**src/rtl/dac_cmd_pkg.sv**
```systemverilog
package dac_cmd_pkg;

  localparam int CMD_W = 4;
  localparam int NCH   = 2;

  typedef enum logic [CMD_W-1:0] {
    CMD_NOP       = 4'h0,
    CMD_LDUP_A    = 4'h1,
    CMD_RB_A      = 4'h2,
    CMD_LD_A      = 4'h3,
    CMD_LDUP_B    = 4'h4,
    CMD_RB_B      = 4'h5,
    CMD_LD_B      = 4'h6,
    CMD_UPD_ALL   = 4'h7,
    CMD_LD_ALL    = 4'h8,
    CMD_CHAIN_OFF = 4'h9,
    CMD_EDGE_RISE = 4'hA,
    CMD_CLR_ZERO  = 4'hB,
    CMD_CLR_MID   = 4'hC,
    CMD_CFG_WR    = 4'hD,
    CMD_RSVD      = 4'hE,
    CMD_NOP_ALT   = 4'hF
  } cmd_e;

  typedef struct packed {
    logic [NCH-1:0] load;      // input register only
    logic [NCH-1:0] load_upd;  // input and output register
    logic           upd_all;
    logic           clr_zero;
    logic           clr_mid;
    logic [NCH-1:0] rb;
    logic           cfg_wr;
    logic           chain_off;
    logic           edge_set;
  } act_t;

  typedef struct packed {
    logic [1:0] sdo;
    logic       chain_en;
    logic       hclr_sel;
    logic       edge_rise;
  } cfg_t;

  localparam cfg_t CFG_RESET = '{sdo: 2'b00, chain_en: 1'b1, hclr_sel: 1'b0, edge_rise: 1'b0};

  // Midscale code for a converter of width dw: only the top bit set.
  function automatic logic [31:0] midscale_code(int dw);
    return 32'd1 << (dw - 1);
  endfunction

  // Configuration fields taken from the top five bits of a dw-bit data word.
  function automatic cfg_t cfg_from_word(logic [31:0] word, int dw);
    cfg_t c;
    c.sdo       = word[dw-1 -: 2];
    c.chain_en  = word[dw-3];
    c.hclr_sel  = word[dw-4];
    c.edge_rise = word[dw-5];
    return c;
  endfunction

endpackage

```
**src/rtl/dac_cmd_decode.sv**
```systemverilog
module dac_cmd_decode
  import dac_cmd_pkg::*;
(
  input  logic             clk,
  input  logic             rst_n,
  input  logic             valid,
  input  logic [CMD_W-1:0] cmd,
  output act_t             act
);

  always_comb begin
    act = '0;
    if (valid) begin
      case (cmd_e'(cmd))
        CMD_LDUP_A:    act.load_upd[0] = 1'b1;
        CMD_RB_A:      act.rb[0]       = 1'b1;
        CMD_LD_A:      act.load[0]     = 1'b1;
        CMD_LDUP_B:    act.load_upd[1] = 1'b1;
        CMD_RB_B:      act.rb[1]       = 1'b1;
        CMD_LD_B:      act.load[1]     = 1'b1;
        CMD_UPD_ALL:   act.upd_all     = 1'b1;
        CMD_LD_ALL:    act.load        = '1;
        CMD_CHAIN_OFF: act.chain_off   = 1'b1;
        CMD_EDGE_RISE: act.edge_set    = 1'b1;
        CMD_CLR_ZERO:  act.clr_zero    = 1'b1;
        CMD_CLR_MID:   act.clr_mid     = 1'b1;
        CMD_CFG_WR:    act.cfg_wr      = 1'b1;
        default:       act             = '0;
      endcase
    end
  end

  // no frame, no action
  p_idle_r2: assert property (@(posedge clk) disable iff (!rst_n)
    !valid |-> (act == '0));

  // at most one readback channel per frame
  p_rb_single_r11: assert property (@(posedge clk) disable iff (!rst_n)
    $onehot0(act.rb));

endmodule

```
**src/rtl/dac_chan_regs.sv**
```systemverilog
module dac_chan_regs
  import dac_cmd_pkg::*;
#(
  parameter int DATA_W = 12
) (
  input  logic              clk,
  input  logic              rst_n,
  input  logic              load,
  input  logic              load_upd,
  input  logic              copy,
  input  logic              clr_zero,
  input  logic              clr_mid,
  input  logic              auto_upd,
  input  logic [DATA_W-1:0] din,
  output logic [DATA_W-1:0] in_q,
  output logic [DATA_W-1:0] out_q
);

  localparam logic [DATA_W-1:0] MID = DATA_W'(midscale_code(DATA_W));

  logic [DATA_W-1:0] in_n, out_n;
  logic              any_act;

  assign any_act = load | load_upd | copy | clr_zero | clr_mid;

  always_comb begin
    in_n  = in_q;
    out_n = out_q;
    if (copy) out_n = in_q;
    if (load | load_upd) in_n = din;
    if (load_upd | (load & auto_upd)) out_n = din;
    if (clr_zero) begin
      in_n  = '0;
      out_n = '0;
    end
    if (clr_mid) begin
      in_n  = MID;
      out_n = MID;
    end
  end

  always_ff @(posedge clk) begin
    if (!rst_n) begin
      in_q  <= '0;
      out_q <= '0;
    end else begin
      in_q  <= in_n;
      out_q <= out_n;
    end
  end

  // nothing requested, both registers hold
  p_hold_r2: assert property (@(posedge clk) disable iff (!rst_n)
    !any_act |=> ($stable(in_q) && $stable(out_q)));

  // load-and-update reaches both registers
  p_ldup_r3: assert property (@(posedge clk) disable iff (!rst_n)
    load_upd |=> (in_q == $past(din)) && (out_q == $past(din)));

  // staged load without pin keeps output
  p_ldonly_r4: assert property (@(posedge clk) disable iff (!rst_n)
    (load && !auto_upd && !copy) |=> (out_q == $past(out_q)) && (in_q == $past(din)));

  // plain copy moves staged value to output
  p_copy_r6: assert property (@(posedge clk) disable iff (!rst_n)
    (copy && !load && !load_upd && !clr_zero && !clr_mid) |=> (out_q == $past(in_q)));

  // automatic update while the pin is low
  p_auto_r7: assert property (@(posedge clk) disable iff (!rst_n)
    (load && auto_upd) |=> (out_q == $past(din)));

  // clears hit both registers
  p_clr_zero_r8: assert property (@(posedge clk) disable iff (!rst_n)
    clr_zero |=> (in_q == '0) && (out_q == '0));
  p_clr_mid_r8: assert property (@(posedge clk) disable iff (!rst_n)
    clr_mid |=> (in_q == MID) && (out_q == MID));

endmodule

```
**src/rtl/dac_cfg_regs.sv**
```systemverilog
module dac_cfg_regs
  import dac_cmd_pkg::*;
#(
  parameter int DATA_W = 12
) (
  input  logic              clk,
  input  logic              rst_n,
  input  logic              cfg_wr,
  input  logic              chain_off,
  input  logic              edge_set,
  input  logic [DATA_W-1:0] din,
  output cfg_t              cfg_q
);

  cfg_t        cfg_n;
  logic [31:0] din_wide;

  assign din_wide = {{(32-DATA_W){1'b0}}, din};

  always_comb begin
    cfg_n = cfg_q;
    if (cfg_wr)    cfg_n = cfg_from_word(din_wide, DATA_W);
    if (chain_off) cfg_n.chain_en = 1'b0;
    if (edge_set)  cfg_n.edge_rise = 1'b1;
  end

  always_ff @(posedge clk) begin
    if (!rst_n) cfg_q <= CFG_RESET;
    else        cfg_q <= cfg_n;
  end

  // enable field comes from data bit DATA_W-3
  p_cfg_chain_r9: assert property (@(posedge clk) disable iff (!rst_n)
    cfg_wr |=> (cfg_q.chain_en == $past(din[DATA_W-3])));

  // chain disable touches only its own bit
  p_chain_off_r10: assert property (@(posedge clk) disable iff (!rst_n)
    chain_off |=> (!cfg_q.chain_en && cfg_q.sdo == $past(cfg_q.sdo)
                   && cfg_q.edge_rise == $past(cfg_q.edge_rise)));

  // edge select sets only its own bit
  p_edge_set_r10: assert property (@(posedge clk) disable iff (!rst_n)
    edge_set |=> (cfg_q.edge_rise && cfg_q.chain_en == $past(cfg_q.chain_en)));

  // no configuration command, configuration stable
  p_cfg_hold_r2: assert property (@(posedge clk) disable iff (!rst_n)
    !(cfg_wr || chain_off || edge_set) |=> $stable(cfg_q));

endmodule

```
**src/rtl/dac_cmd_decoder.sv**
```systemverilog
module dac_cmd_decoder
  import dac_cmd_pkg::*;
#(
  parameter int DATA_W = 12,
  localparam int FRAME_W = CMD_W + DATA_W
) (
  input  logic               clk,
  input  logic               rst_n,
  input  logic               frame_valid,
  input  logic [FRAME_W-1:0] frame_data,
  input  logic               ldac_n,
  output logic [DATA_W-1:0]  out_a,
  output logic [DATA_W-1:0]  out_b,
  output logic [1:0]         cfg_sdo,
  output logic               cfg_chain_en,
  output logic               cfg_hclr_sel,
  output logic               cfg_edge_rise,
  output logic               rb_req,
  output logic               rb_chan
);

  logic [CMD_W-1:0]  frame_cmd;
  logic [DATA_W-1:0] frame_dat;
  act_t              act;
  cfg_t              cfg_q;

  logic              ldac_q;
  logic              ldac_fall;
  logic              auto_upd;
  logic              copy_all;

  logic [DATA_W-1:0] in_q  [NCH];
  logic [DATA_W-1:0] out_q [NCH];

  logic              rb_req_q;
  logic              rb_chan_q;

  assign frame_cmd = frame_data[FRAME_W-1 -: CMD_W];
  assign frame_dat = frame_data[DATA_W-1:0];

  // Pin edge detect: high at last edge, low now.
  always_ff @(posedge clk) begin
    if (!rst_n) ldac_q <= 1'b1;
    else        ldac_q <= ldac_n;
  end

  assign ldac_fall = ldac_q & ~ldac_n;
  assign auto_upd  = ~ldac_n;

  dac_cmd_decode u_dec (
    .clk   (clk),
    .rst_n (rst_n),
    .valid (frame_valid),
    .cmd   (frame_cmd),
    .act   (act)
  );

  assign copy_all = act.upd_all | ldac_fall;

  for (genvar ch = 0; ch < NCH; ch++) begin : g_ch
    dac_chan_regs #(.DATA_W(DATA_W)) u_ch (
      .clk      (clk),
      .rst_n    (rst_n),
      .load     (act.load[ch]),
      .load_upd (act.load_upd[ch]),
      .copy     (copy_all),
      .clr_zero (act.clr_zero),
      .clr_mid  (act.clr_mid),
      .auto_upd (auto_upd),
      .din      (frame_dat),
      .in_q     (in_q[ch]),
      .out_q    (out_q[ch])
    );
  end

  dac_cfg_regs #(.DATA_W(DATA_W)) u_cfg (
    .clk       (clk),
    .rst_n     (rst_n),
    .cfg_wr    (act.cfg_wr),
    .chain_off (act.chain_off),
    .edge_set  (act.edge_set),
    .din       (frame_dat),
    .cfg_q     (cfg_q)
  );

  always_ff @(posedge clk) begin
    if (!rst_n) begin
      rb_req_q  <= 1'b0;
      rb_chan_q <= 1'b0;
    end else begin
      rb_req_q <= |act.rb;
      if (|act.rb) rb_chan_q <= act.rb[1];
    end
  end

  assign out_a         = out_q[0];
  assign out_b         = out_q[1];
  assign cfg_sdo       = cfg_q.sdo;
  assign cfg_chain_en  = cfg_q.chain_en;
  assign cfg_hclr_sel  = cfg_q.hclr_sel;
  assign cfg_edge_rise = cfg_q.edge_rise;
  assign rb_req        = rb_req_q;
  assign rb_chan       = rb_chan_q;

  // pin fall with no frame copies both staged values
  p_ldac_copy_r6: assert property (@(posedge clk) disable iff (!rst_n)
    (ldac_fall && !frame_valid) |=> (out_a == $past(in_q[0])) && (out_b == $past(in_q[1])));

  // a request only follows a committed frame
  p_rb_follows_r11: assert property (@(posedge clk) disable iff (!rst_n)
    rb_req |-> $past(frame_valid));

  // channel B request reports channel 1
  p_rb_chan_b_r11: assert property (@(posedge clk) disable iff (!rst_n)
    act.rb[1] |=> (rb_req && rb_chan));

  // channel A request reports channel 0
  p_rb_chan_a_r11: assert property (@(posedge clk) disable iff (!rst_n)
    act.rb[0] |=> (rb_req && !rb_chan));

endmodule

```
**config.mk**
```make
export PLATFORM = sky130hd
export DESIGN_NAME = dac_cmd_decoder
export DESIGN_NICKNAME = d
export VERILOG_FILES = /design/src/rtl/dac_cmd_pkg.sv /design/src/rtl/dac_cmd_decode.sv /design/src/rtl/dac_chan_regs.sv /design/src/rtl/dac_cfg_regs.sv /design/src/rtl/dac_cmd_decoder.sv
export SDC_FILE = /design/constraint.sdc
export NUM_CORES = 1
export LEC_CHECK = 0
export ABC_AREA = 1
export BUFFER_PORTS_ARGS = -buffer_cell sky130_fd_sc_hd__buf_2
export CAP_MARGIN = 40
export CORE_MARGIN = 2
export CORE_UTILIZATION = 45
export CTS_CLUSTER_SIZE = 16
export DETAILED_ROUTE_END_ITERATION = 8
export PLACE_DENSITY = 0.82
export RECOVER_POWER = 25
export SLEW_MARGIN = 15
export SYNTH_ARGS = -nofsm -noshare
export SYNTH_HDL_FRONTEND = slang
export SYNTH_SLANG_ARGS = --single-unit
```
**constraint.sdc**
```tcl
create_clock -name clk -period 1.26 [get_ports clk]
set_clock_uncertainty 0.2 [all_clocks]
set_input_delay 0.063 -clock clk [delete_from_list [all_inputs] [get_ports clk]]
set_output_delay 0.063 -clock clk [all_outputs]
set_load 0.02 [all_outputs]
```
Word level (Yosys, flattened, before mapping)
Index checks and enable logic that the tools add are counted.

Output and inout bits: 31. Word-level logic and storage cells: 80. Bits in registers: 56. Bits of input ports: 20.

Multiplexer cells: 30. Reduce and logical (&&, ||, !) cells: 12. Bitwise operators: 10. Equality and inequality tests: 13.

Operator list (number): 12-bit two-way mux (15); 4-bit == test, second input constant (6); 4-bit by 3-bit == test with 1-bit output, second input constant (4); 1-bit two-way mux (14); 4-bit by 2-bit == test with 1-bit output, second input constant (2); 2-bit nonzero test (4); 4-bit nonzero test (2); 3-bit nonzero test (2); 2-bit OR reduction (3); 1-bit OR (5); 4-bit by 1-bit == test with 1-bit output, second input constant (1); 1-bit AND (3); 3-bit two-way mux (1); 3-bit OR reduction (1); 1-bit NOT (2).

Longest topological paths before layout
Word-level depth: 9. Gate-level depth with buffers: 10. Mapped depth without buffers: 10.

Hierarchy
From an unflattened synthesis, not the netlist that was laid out.

Cells, all modules: 373. Area, all modules: 2623.8 sq um.

By module, submodules not included: dac_chan_regs (seq. area each 480.5 sq um, area an instance 1092.3 sq um, times used 2, cells each 150); dac_cfg_regs (seq. area each 100.1 sq um, area an instance 190.2 sq um, times used 1, cells each 27); dac_cmd_decode (seq. area each 0.0 sq um, area an instance 142.6 sq um, times used 1, cells each 34); dac_cmd_decoder (seq. area each 60.1 sq um, area an instance 106.4 sq um, times used 1, cells each 12).

Worst setup path before layout
Ideal clock, no wire load.

Path kind: reg-to-reg. Start point: register ldac_q. End point: register g_ch[0].u_ch.out_q[2]. Cell stages (with the launch flop): 8. Slack: -0.126 ns. Arrival time: 1.117 ns. Setup time: 0.070 ns. Path buffers: 1. Clock period less this slack: 1.386 ns. Cell sequence: dfxtp_1 -> nand2_1 -> a21boi_2 -> clkbuf_1 -> nand2_1 -> nand2_1 -> o21ai_1 -> a21oi_1.

Word-level cells in the longest chain between the ends: 3.

RTL lines: start: declaration (RTL line dac_cmd_decoder.sv:27) `logic ldac_q;`; start signal: assignment (RTL line dac_cmd_decoder.sv:44) `else ldac_q <= ldac_n;`; 1-bit AND (RTL line dac_cmd_decoder.sv:47) `assign ldac_fall = ldac_q & ~ldac_n;`; 1-bit OR (RTL line dac_cmd_decoder.sv:58) `assign copy_all = act.upd_all | ldac_fall;`; 2-bit nonzero test (no source line); end signal: assignment (RTL line dac_chan_regs.sv:48) `out_q <= out_n;`; end: declaration (RTL line dac_chan_regs.sv:16) `output logic [DATA_W-1:0] out_q`.

No other way between the ends. A chain may end at the register's enable or synchronous reset.

Final worst setup path
Start point: register ldac_q. End point: register g_ch[1].u_ch.out_q[0].

Word-level cells in the longest chain between the ends: 3.

RTL lines (RTL line): 1-bit AND (dac_cmd_decoder.sv:47); 1-bit OR (dac_cmd_decoder.sv:58); 2-bit nonzero test (no source line); end signal: assignment (dac_chan_regs.sv:48); end: declaration (dac_chan_regs.sv:16).

No other way between the ends.

==> results.md <==
- Status: finished with violations
- Violated checks: negative hold slack, negative setup slack
- Final Hold Fails: 1
- Total Routed Length: 6590 um
- Net Count, Synth: 352
- Initial DRC Count: 213
- # setup viols final: 23
- Dominant cells by area after synthesis: dfxtp_1 47%, nand2_1 15%, a21oi_1 11%
- Asr flop ratio synth: 0%
- Crit path DAT: 1.42 ns
- Internal power: 0.00251 W
- Setup TNS: -1.66 ns
- Worst vdd ir: 0.656 mV
- Syn avg cell area: 7.16 um2
- Worst min path class: input port to flop
- Pwr dens: 1080 nW/um2
- Most frequent cells in the layout: 87 x nand2_1, 56 x dfxtp_1, 52 x a21oi_1, 39 x buf_2, 33 x o21ai_0
- Vias post-DR: 2556
- Rows: 26
- Top FF cell, synth: dfxtp_1
- Peak Freq: 726 MHz
- Worst Setup SP: ldac_q
- I/O pins: 51
- Gr usage total: 23.0%
- Fin. max-slew vios: 0
- DR DRC count: 0
- Final period util: 109%
- Core area: 5110 um2
- Die height: 76.7 um
- Yosys warnings: 0
- H-tree Lvls: 2
- Slew @ Worst Pin: 0.280 ns
- RSZ-0062 raised after global routing: yes
- Initial antenna violation count: 0
- Total Die Area: 5880 um2
- Critical path type: flop to flop
- Post-DP HPWL: 4450 um
- Yosys top cell by area: dfxtp_1
- First-pass GRT wire length: 11000 um
- TritonCTS Buffers: 5
- Worst hold slack: -0.000330 ns
- Slew HR: 81.3%
- Leak: 1.58 nW
- Worst EP required: 1.30 ns
- Final Critical Period: 1.38 ns
- Storage element area: 1120 um2
- TritonRoute pass-1 iters: 5
- Root Buffer: clkbuf_8
- Area delta synth->final: 36.4%
- Synth cell types: 22
- Worst Min Path Start: rst_n
- Seq/Total Area, Yosys: 47.1%
- Most common cell after layout, fill and taps aside: nand2_1
- Startpoint types: flop
- Setup Buffers After CTS: 0
- Sw Pwr: 0.00100 W
- Ant. Diodes: 0
- Worst reg2reg startpoint: ldac_q
- Antenna Violating Nets Remaining: 0
- CTS tree: done
- Fraction of layout cells with a size suffix above 1: 21.8%
- Clock-pin transition on the worst setup and hold timing paths: 0.10 ns
- Logic pwr share: 17.5%
- Largest net degree at the start of global routing: 31
- Vias in the first global route: 2378
- Clk Latency, worst-skew pair: 0.31 ns
- Routability congestion estimate: 0.961
- Netlist Area Pre-Place: 2380 um2
- CTS Sinks: 56
- CP Capture Type: flop
- Setup ws final: -0.118 ns
- Clock power share: 28.5%
- Grt total ovfl: 0
- Cell total after placement: 466
- Die Span X: 76.7 um
- CTS Buffer Depth: 2
- Post-Syn Instances: 332
- #FFs+latches synth: 56
- Nets@finish: 441
- Sw frac: 28.5%
- Crit path max fanout: 16
- Starting Density: 46.6%
- Synth top area share: 47.1%
- Fillers: 449
- Multi-input gate area: 1100 um2
- Post-DR wirelength/cell: 13.4 um
- Sequential power share: 54.0%
- Post-synth EDFFs: 0
- PortBufs: 50
- Max Cap Viol: 0
- DR vias/cell: 5.20
- Final cell count without fillers: 492
- Tot Pwr: 0.00351 W
==> state kept, by name, indices dropped and copies added (netlist names) <==
name             cells
ldac_q               1
rb_req               1
u_cfg.cfg_q          5
g_ch.u_ch.out_q     24
g_ch.u_ch.in_q      24
rb_chan              1
==> Yosys cell counts, types with 2 or more instances <==
cell type / instances
dfxtp_1: 56
a31oi_1: 2
a21oi_1: 52
nand2_1: 93
nor2_2: 2
nand3_1: 12
o21ai_1: 15
inv_1: 28
o21ai_0: 34
nand4_1: 3
buf_4: 3
nor2_1: 11
buf_2: 12
==> area by class of cell <==
cell class              count  area share [%]
inverters                  28            3.24
flip-flops and latches     56            34.6
clock buffers               5            2.12
multi-input cells         231            33.9
clock inverters             3           0.694
well taps                  70            2.70
repair buffers             99            22.8
==> worst paths after layout <==
| kind | slack (ns) | cells past startpoint | end |
|---|---|---|---|
| worst max-delay path | -0.12 | 7 | g_ch[1].u_ch.out_q[0] |
| worst max register to register | -0.12 | 7 | g_ch[1].u_ch.out_q[0] |
| worst min-delay path | -0.0003 | 4 | u_cfg.cfg_q[0] |
| worst min register to register | 0.28 | 2 | rb_chan |
==> through the flow <==
stage          worst slack (ns)  util [%]  cell area (um2)
4_1_cts                  -0.103      63.1             3220
3_3_place_gp             -0.173      57.8             2950
5_1_grt                  -0.212      63.5             3240
3_5_place_dp             -0.240      57.8             2950
2_1_floorplan           0.00406         -             2400
6_report                 -0.118      63.5             3240
==> cell families (layout without fill, tap and decap cells) <==
kind of cell,count (synthesis),count (layout),share of synthesized area (%)
DFF,56,56,47.1
buffers and inverters,45,135,8.26
and+or+nand+nor,125,125,21.7
AOI/OAI and AO/OA,106,106,22.9
==> critical path: stages, from the launching register on <==
cell and delay, ns:
dfxtp_1 0.32, nand2_2 0.08, a21boi_4 0.23, buf_12 0.17, nand2_1 0.06, nand2_1 0.06, o21ai_1 0.06, a21oi_1 0.14
==> repair_timing <==
action	CTS	global route
resized for setup	0	14
endpoints found under the hold margin	56	0
hold buffers	18	0
pin swaps	0	3
endpoints found under the setup margin	23	32
==> power groups by stage <==
stage	combinational (W)	clock (W)	sequential, W
floorplan	0.000270	0	0.00198
global placement	0.000537	0	0.00193
detailed placement	0.000550	0	0.00194
CTS	0.000596	0.00102	0.00189
global route	0.000675	0.00109	0.00191
finish	0.000615	0.00100	0.00190
==> routing by layer <==
metal | track usage [%] | share of wire (%) | up-vias
li1 | - | - | 1270
met3 | 4.24 | 6.5 | 19
met5 | 0 | 0 | -
met4 | 9.27 | 2.9 | 0
met1 | 31.0 | 44 | 1169
met2 | 36.6 | 47 | 98
(Power assumes the default switching activity.)
